File: src/rtl/flow_pkg.sv
// Shared constants and types for the branch and subroutine sequencer.
// Assumes a byte-wide bus and a two-byte address, both fixed by the
// instruction encoding.
package flow_pkg;
    localparam int BYTE_W = 8;
    localparam int ADDR_W = 2 * BYTE_W;
    localparam int FLAG_W = 5;

    // Flag bit positions on the flag input.
    localparam int FLAG_CARRY  = 0;
    localparam int FLAG_PARITY = 1;
    localparam int FLAG_AUX    = 2;
    localparam int FLAG_ZERO   = 3;
    localparam int FLAG_SIGN   = 4;

    localparam logic [BYTE_W-1:0] OPC_JMP   = 8'hC3;
    localparam logic [BYTE_W-1:0] OPC_CALL  = 8'hCD;
    localparam logic [BYTE_W-1:0] OPC_RET   = 8'hC9;
    localparam logic [BYTE_W-1:0] OPC_LDSP  = 8'h31;
    localparam logic [BYTE_W-1:0] OPC_HALT  = 8'h76;
    localparam logic [BYTE_W-1:0] JCC_MASK  = 8'hC7;
    localparam logic [BYTE_W-1:0] JCC_MATCH = 8'hC2;

    typedef enum logic [2:0] {
        KIND_NOP, KIND_JMP, KIND_JCC, KIND_CALL, KIND_RET, KIND_LDSP, KIND_HALT
    } kind_e;

    typedef enum logic [2:0] {
        MC_FETCH, MC_RD_LO, MC_RD_HI, MC_WR_HI, MC_WR_LO, MC_HALT
    } mcyc_e;
endpackage

File: src/rtl/flow_decode.sv
// Opcode classifier: names the instruction kind, evaluates the jump
// condition straight from opcode bits and gives the fetch length.
// Assumes the opcode register is stable from the third fetch T-state on.
module flow_decode
    import flow_pkg::*;
#(
    parameter int TW          = 3,
    parameter int FETCH_SHORT = 4,
    parameter int FETCH_LONG  = 6
) (
    input  logic [BYTE_W-1:0] opcode,
    input  logic [FLAG_W-1:0] flags,
    output kind_e             kind,
    output logic              cond_ok,
    output logic [TW-1:0]     fetch_len
);
    logic flag_sel;
    logic unused_aux;

    assign unused_aux = flags[FLAG_AUX];

    // Classify the opcode into one of the handled instruction kinds.
    always_comb begin
        if (opcode == OPC_JMP)                        kind = KIND_JMP;
        else if ((opcode & JCC_MASK) == JCC_MATCH)    kind = KIND_JCC;
        else if (opcode == OPC_CALL)                  kind = KIND_CALL;
        else if (opcode == OPC_RET)                   kind = KIND_RET;
        else if (opcode == OPC_LDSP)                  kind = KIND_LDSP;
        else if (opcode == OPC_HALT)                  kind = KIND_HALT;
        else                                          kind = KIND_NOP;
    end

    // Pick the flag tested by a conditional jump from opcode bits 5:4.
    always_comb begin
        case (opcode[5:4])
            2'b00:   flag_sel = flags[FLAG_ZERO];
            2'b01:   flag_sel = flags[FLAG_CARRY];
            2'b10:   flag_sel = flags[FLAG_PARITY];
            default: flag_sel = flags[FLAG_SIGN];
        endcase
    end

    assign cond_ok   = (flag_sel == opcode[3]);
    assign fetch_len = (opcode == OPC_CALL) ? TW'(FETCH_LONG) : TW'(FETCH_SHORT);
endmodule

File: src/rtl/flow_tcount.sv
// T-state counter: counts 1..len within a machine cycle and flags the
// first and last T-state. Assumes len >= 3 and holds while hold is high.
module flow_tcount #(
    parameter int TW = 3
) (
    input  logic          clk,
    input  logic          rst_n,
    input  logic          hold,
    input  logic [TW-1:0] len,
    output logic [TW-1:0] t_now,
    output logic          t_first,
    output logic          t_last
);
    logic [TW-1:0] t_q;

    // Advance the T-state, wrapping to 1 after the last one.
    always_ff @(posedge clk) begin
        if (!rst_n)        t_q <= TW'(1);
        else if (!hold)    t_q <= t_last ? TW'(1) : t_q + TW'(1);
    end

    assign t_now   = t_q;
    assign t_first = (t_q == TW'(1));
    assign t_last  = (t_q == len);
endmodule

File: src/rtl/flow_regs.sv
// Program counter and stack pointer. A load wins over a step; the
// sequencer never asks for two steps of one register in one cycle.
module flow_regs
    import flow_pkg::*;
(
    input  logic              clk,
    input  logic              rst_n,
    input  logic              pc_inc,
    input  logic              pc_load,
    input  logic [ADDR_W-1:0] pc_next,
    input  logic              sp_inc,
    input  logic              sp_dec,
    input  logic              sp_load,
    input  logic [ADDR_W-1:0] sp_next,
    output logic [ADDR_W-1:0] pc_q,
    output logic [ADDR_W-1:0] sp_q
);
    // Update the program counter.
    always_ff @(posedge clk) begin
        if (!rst_n)        pc_q <= '0;
        else if (pc_load)  pc_q <= pc_next;
        else if (pc_inc)   pc_q <= pc_q + ADDR_W'(1);
    end

    // Update the stack pointer; arithmetic wraps at the address width.
    always_ff @(posedge clk) begin
        if (!rst_n)        sp_q <= '0;
        else if (sp_load)  sp_q <= sp_next;
        else if (sp_inc)   sp_q <= sp_q + ADDR_W'(1);
        else if (sp_dec)   sp_q <= sp_q - ADDR_W'(1);
    end
endmodule

File: src/rtl/flow_sequencer.sv
// Branch and subroutine sequencer top. It walks each instruction through
// its machine cycles one T-state per clock, drives the byte bus and steers
// the PC/SP updates. Assumes combinational read data from the memory and
// a write that lands on the edge ending the strobed T-state.
module flow_sequencer
    import flow_pkg::*;
#(
    parameter int FETCH_SHORT = 4,
    parameter int FETCH_LONG  = 6,
    parameter int MEM_T       = 3
) (
    input  logic              clk,
    input  logic              rst_n,
    input  logic [BYTE_W-1:0] mem_rdata,
    input  logic [FLAG_W-1:0] flags,
    output logic [ADDR_W-1:0] mem_addr,
    output logic [BYTE_W-1:0] mem_wdata,
    output logic              mem_rd,
    output logic              mem_wr,
    output logic              cycle_start,
    output logic              halted,
    output logic [ADDR_W-1:0] prog_ctr,
    output logic [ADDR_W-1:0] stack_ptr
);
    localparam int TW       = $clog2(FETCH_LONG + 1);
    localparam int STROBE_T = 2;

    mcyc_e             mc_q;
    logic [BYTE_W-1:0] opcode_q, lo_q, hi_q;
    kind_e             kind;
    logic              cond_ok;
    logic [TW-1:0]     fetch_len, cyc_len, t_now;
    logic              t_first, t_last, strobe_t;
    logic              read_mc, write_mc, operand_mc, use_sp_rd;
    logic              pc_inc, pc_load, sp_inc, sp_dec, sp_load;
    logic [ADDR_W-1:0] pc_q, sp_q, jump_tgt;

    flow_decode #(
        .TW(TW), .FETCH_SHORT(FETCH_SHORT), .FETCH_LONG(FETCH_LONG)
    ) u_decode (
        .opcode(opcode_q), .flags(flags),
        .kind(kind), .cond_ok(cond_ok), .fetch_len(fetch_len)
    );

    flow_tcount #(.TW(TW)) u_tcount (
        .clk(clk), .rst_n(rst_n), .hold(mc_q == MC_HALT), .len(cyc_len),
        .t_now(t_now), .t_first(t_first), .t_last(t_last)
    );

    flow_regs u_regs (
        .clk(clk), .rst_n(rst_n),
        .pc_inc(pc_inc), .pc_load(pc_load), .pc_next(jump_tgt),
        .sp_inc(sp_inc), .sp_dec(sp_dec), .sp_load(sp_load), .sp_next(jump_tgt),
        .pc_q(pc_q), .sp_q(sp_q)
    );

    assign jump_tgt   = {hi_q, lo_q};
    assign cyc_len    = (mc_q == MC_FETCH) ? fetch_len : TW'(MEM_T);
    assign strobe_t   = (t_now == TW'(STROBE_T));
    assign operand_mc = (mc_q == MC_RD_LO) || (mc_q == MC_RD_HI);
    assign read_mc    = (mc_q == MC_FETCH) || operand_mc;
    assign write_mc   = (mc_q == MC_WR_HI) || (mc_q == MC_WR_LO);
    assign use_sp_rd  = operand_mc && (kind == KIND_RET);

    // Bus outputs: address source, write byte and strobes.
    always_comb begin
        if (write_mc)        mem_addr = sp_q - ADDR_W'(1);
        else if (use_sp_rd)  mem_addr = sp_q;
        else                 mem_addr = pc_q;
        mem_wdata   = (mc_q == MC_WR_HI) ? pc_q[ADDR_W-1:BYTE_W] : pc_q[BYTE_W-1:0];
        mem_rd      = read_mc && strobe_t;
        mem_wr      = write_mc && strobe_t;
        cycle_start = t_first && (mc_q != MC_HALT);
        halted      = (mc_q == MC_HALT);
    end

    // Register steering at the last T-state of a machine cycle.
    always_comb begin
        pc_inc  = t_last && read_mc && !use_sp_rd;
        pc_load = t_last && (((mc_q == MC_RD_HI) &&
                              ((kind == KIND_JMP) || (kind == KIND_RET) ||
                               ((kind == KIND_JCC) && cond_ok))) ||
                             (mc_q == MC_WR_LO));
        sp_inc  = t_last && use_sp_rd;
        sp_dec  = t_last && write_mc;
        sp_load = t_last && (mc_q == MC_RD_HI) && (kind == KIND_LDSP);
    end

    // Capture the opcode and operand bytes on the read strobe.
    always_ff @(posedge clk) begin
        if (!rst_n) begin
            opcode_q <= '0;
            lo_q     <= '0;
            hi_q     <= '0;
        end else if (mem_rd) begin
            case (mc_q)
                MC_FETCH: opcode_q <= mem_rdata;
                MC_RD_LO: lo_q     <= mem_rdata;
                MC_RD_HI: hi_q     <= mem_rdata;
                default:  ;
            endcase
        end
    end

    // Machine-cycle sequence per instruction kind.
    always_ff @(posedge clk) begin
        if (!rst_n) begin
            mc_q <= MC_FETCH;
        end else if (t_last) begin
            case (mc_q)
                MC_FETCH: begin
                    if (kind == KIND_HALT)      mc_q <= MC_HALT;
                    else if (kind == KIND_NOP)  mc_q <= MC_FETCH;
                    else                        mc_q <= MC_RD_LO;
                end
                MC_RD_LO: mc_q <= MC_RD_HI;
                MC_RD_HI: mc_q <= (kind == KIND_CALL) ? MC_WR_HI : MC_FETCH;
                MC_WR_HI: mc_q <= MC_WR_LO;
                MC_WR_LO: mc_q <= MC_FETCH;
                default:  mc_q <= mc_q;
            endcase
        end
    end

    assign prog_ctr  = pc_q;
    assign stack_ptr = sp_q;
endmodule

File: config.mk
export PLATFORM = sky130hd
export DESIGN_NAME = flow_sequencer
export DESIGN_NICKNAME = d
export VERILOG_FILES = /design/src/rtl/flow_pkg.sv /design/src/rtl/flow_decode.sv /design/src/rtl/flow_tcount.sv /design/src/rtl/flow_regs.sv /design/src/rtl/flow_sequencer.sv
export SDC_FILE = /design/constraint.sdc
export NUM_CORES = 1
export LEC_CHECK = 0
export ABC_AREA = 1
export BUFFER_PORTS_ARGS = -buffer_cell sky130_fd_sc_hd__buf_2
export CAP_MARGIN = 20
export CORE_MARGIN = 5
export CORE_UTILIZATION = 62
export CTS_CLUSTER_SIZE = 10
export DETAILED_ROUTE_END_ITERATION = 16
export GPL_TIMING_DRIVEN = 0
export PLACE_DENSITY = 0.86
export REMOVE_ABC_BUFFERS = 1
export SLEW_MARGIN = 10
export SYNTH_ARGS = -nofsm -noshare
export SYNTH_HDL_FRONTEND = slang
export SYNTH_SLANG_ARGS = --single-unit
File: constraint.sdc
create_clock -name clk -period 3.65 [get_ports clk]
set_input_delay 0.73 -clock clk [delete_from_list [all_inputs] [get_ports clk]]
set_output_delay 0.73 -clock clk [all_outputs]
set_load 0.03 [all_outputs]
==> impl_results.md <==
* Outcome: completed
* Power Density at 650 mW/mm²
* Critical path's largest stage delay at 0.33 ns
* Area share of fa/ha/maj cells after synthesis at 1.61%
* Cell Rows at 31
* Post-CTS Hold Buffers at 0
* Clock Sinks at 62
* Initial drt markers at 406
* Relative slew slack at 42.4%
* Final Max Tran Viols at 0
* Initial antenna violation count at 0
* IO Pins at 75
* Fin crit share at 88.2%
* Slowest cell on crit path: dfxtp_1
* Initial Util at 64.1%
* Drt pass-1 iters at 5
* Wire per inst at 15.5 µm
* Mapped Area at 0.00467 mm²
* CP endpoint kind: output pin
* Final wirelength at 14.4 mm
* Setup Viol. Count Final at 0
* CP Launch Type: flop
* Nets at 847
* Ant. Diodes at 0
* Worst EP arrival at 2.49 ns
* Setup TNS at 0 ns
* Die area at 0.00938 mm²
* Inserted Clock Buffers at 9
* Gate Count Post-Synth at 775
* Count of final hold-check violations at 0
* # H-tree levels at 3
* GPL Wtd Cong at 0.930
* Synth top area cells: dfxtp_1 (27%), nand2_1 (15%), nor2_1 (10%)
* Ys flop type: dfxtp_1
* Netlist cell types at 40
* Final Skew at 0.0145 ns
* TritonCTS clock tree: built
* Most common cell in the netlist: nand2_1
* Top cell type's share of synthesized area at 26.6%
* All-Layer GR Usage at 29.8%
* DR vias at 5272
* Max VDD drop at 0.350 mV
* Drt drc at 0
* Fillers at 717
* IO buf count at 73
* Dpl cell area at 0.00498 mm²
* Worst Hold Slack at 0.507 ns
* Fmax at 0.310 GHz
* Antenna-violating nets left at 0
* Clock slew at reported path FFs at 0.08 ns
* Final worst slack at 0.429 ns
* Design area at 0.00520 mm²
* Worst hold path class: reg2reg
* Clock Latency Late Sink at 0.36 ns
* Max clock buf depth at 2
* Yosys top cell by area: dfxtp_1
* Post-synthesis mux area share at 0%
* Complex-gate fraction of the synthesized area at 15.7%
* Cell Chain, Critical Path: inv_1, nand2_1, nor3_1, nand2_2, nor2_8, inv_2, nand2_1, o21ai_0, o21ai_0, buf_2
* Main combinational cell family by area after synthesis: simple AND/OR/NAND/NOR gates
* Core Area at 0.00729 mm²
* Post-synthesis simple-gate area fraction at 38.4%
* Layout area overhead at 11.3%
* RSZ-0062 raised after global routing: false
* Avg Cell Area, Syn at 6.03 µm²
* Die W at 96.8 µm
* Post-CTS setup buffers at 0
* EDFF count, synth at 0
* Largest net degree at the start of global routing at 45
* Synth warn at 0
* XOR/XNOR Fraction of Synth Area at 6.93%
* Synth async-reset ratio at 0%
* Sequential share of the synthesized area at 26.6%
* Number of global-route vias before repair at 4822
* Worst Tran Pin Value at 0.858 ns
* Flops & latches, synth at 62
* CTS root buf: clkbuf_8
* CP Max Fanout at 25
* Share of layout cells above drive strength 1 at 14.7%
* P_leak at 2.47 nW
* Die Ht at 96.8 µm
* Top cells by count, synth: nand2_1 (183), nor2_1 (124), o21ai_0 (91)
* First-pass GRT wire length at 23.2 mm
* Path type of the worst setup path: reg2out
* HPWL after DPL at 10.4 mm
* Gr ovfl total at 0
* Max Cap Viol at 0
* Min Tclk post-route at 3.22 ns
* DR vias/cell at 5.67
* Setup WS pre-CTS at 0.183 ns
* CP required at 2.92 ns
-- area by class of cell --
cell class | instances | area [µm²] | area share [%]
multi-input combinational | 593 | 2930 | 56.3
sequential | 62 | 1240 | 23.9
timing repair buffer | 73 | 365 | 7.02
inverter | 87 | 329 | 6.33
clock buffer | 10 | 128 | 2.45
tap | 99 | 124 | 2.38
clock inverter | 6 | 86.3 | 1.66
-- logic make-up after synthesis --
| kind of cell | after synthesis |
|---|---|
| AND/OR/NAND/NOR | 409 |
| AO/OA/AOI/OAI | 141 |
| buffers and inverters | 120 |
| flip-flops | 62 |
| XOR/XNOR | 37 |
| adder cells (fa/ha/maj) | 6 |
-- power breakdown --
part	switching, mW	internal [mW]
combinational	1.23	0.551
clock	0.310	0.384
sequential	0.138	0.767
total	1.68	1.70
-- state kept, by name (all words and copies together) (netlist names) --
register,count
opcode_q,8
u_regs.sp_q,16
lo_q,8
u_tcount.t_now,3
hi_q,8
u_regs.pc_q,16
mc_q,3
-- placed cells by master (no fill, tap or decap), types with 2 or more instances in the layout --
| cell | instances |
|---|---|
| nand2_1 | 181 |
| nor2_1 | 124 |
| o21ai_0 | 91 |
| inv_1 | 79 |
| buf_2 | 73 |
| dfxtp_1 | 62 |
| nand3_1 | 59 |
| xor2_1 | 35 |
| a21oi_1 | 35 |
| nor3_1 | 12 |
| nand2_2 | 9 |
| clkbuf_8 | 9 |
| inv_2 | 6 |
| ha_1 | 6 |
| o21ai_1 | 5 |
| nand3_2 | 4 |
| or2_0 | 3 |
| o211ai_1 | 3 |
| nor2_2 | 2 |
| nor3_4 | 2 |
| nand4_1 | 2 |
| xnor2_1 | 2 |
| nand3_4 | 2 |
| nand3b_1 | 2 |
| a21oi_2 | 2 |
| or2_2 | 2 |
| a31oi_1 | 2 |
| bufinv_16 | 2 |
| clkinv_2 | 2 |
-- critical path: cells and delay by family, from the launching register on --
family	cells	cell delay, ns
simple gates	5	0.90
buf+inv	3	0.55
compound gates	2	0.37
flops	1	0.33
-- metrics by stage --
stage / util (%) / power (mW) / std cells
after floorplan: - / 2.24 / 742
after global placement: 68.3 / 2.62 / 914
after detailed placement: 68.3 / 2.67 / 914
after CTS: 71.3 / 3.36 / 930
after global routing: 71.3 / 3.60 / 930
final: 71.3 / 3.38 / 930
-- layer usage --
layer  share of wire, %  GRT usage [%]  vias up
li1                   -              -     2575
met5                  0              0        -
met2                 46           47.9      285
met4                1.8           10.5        0
met1                 42           39.1     2384
met3                 10           6.62       28
-- final timing paths --
check | start | slack, ns | depth (start not counted) | endpoint
min reg2reg | lo_q[7]$_SDFFE_PN0P_ | 0.51 | 2 | lo_q[7]$_SDFFE_PN0P_
max reg2reg | opcode_q[6]$_SDFFE_PN0P_ | 0.58 | 11 | u_regs.sp_q[11]$_SDFFE_PN0P_
max | opcode_q[1]$_SDFFE_PN0P_ | 0.43 | 10 | mem_addr[6]
min | lo_q[7]$_SDFFE_PN0P_ | 0.51 | 2 | lo_q[7]$_SDFFE_PN0P_
-- repair_timing --
action | 4_1_cts | 5_1_grt
endpoints found under the setup margin | 0 | 11
hold endpoints to repair | 0 | 0
gates resized for setup | 0 | 2
No activity file was read; power rests on OpenSTA's default activity.
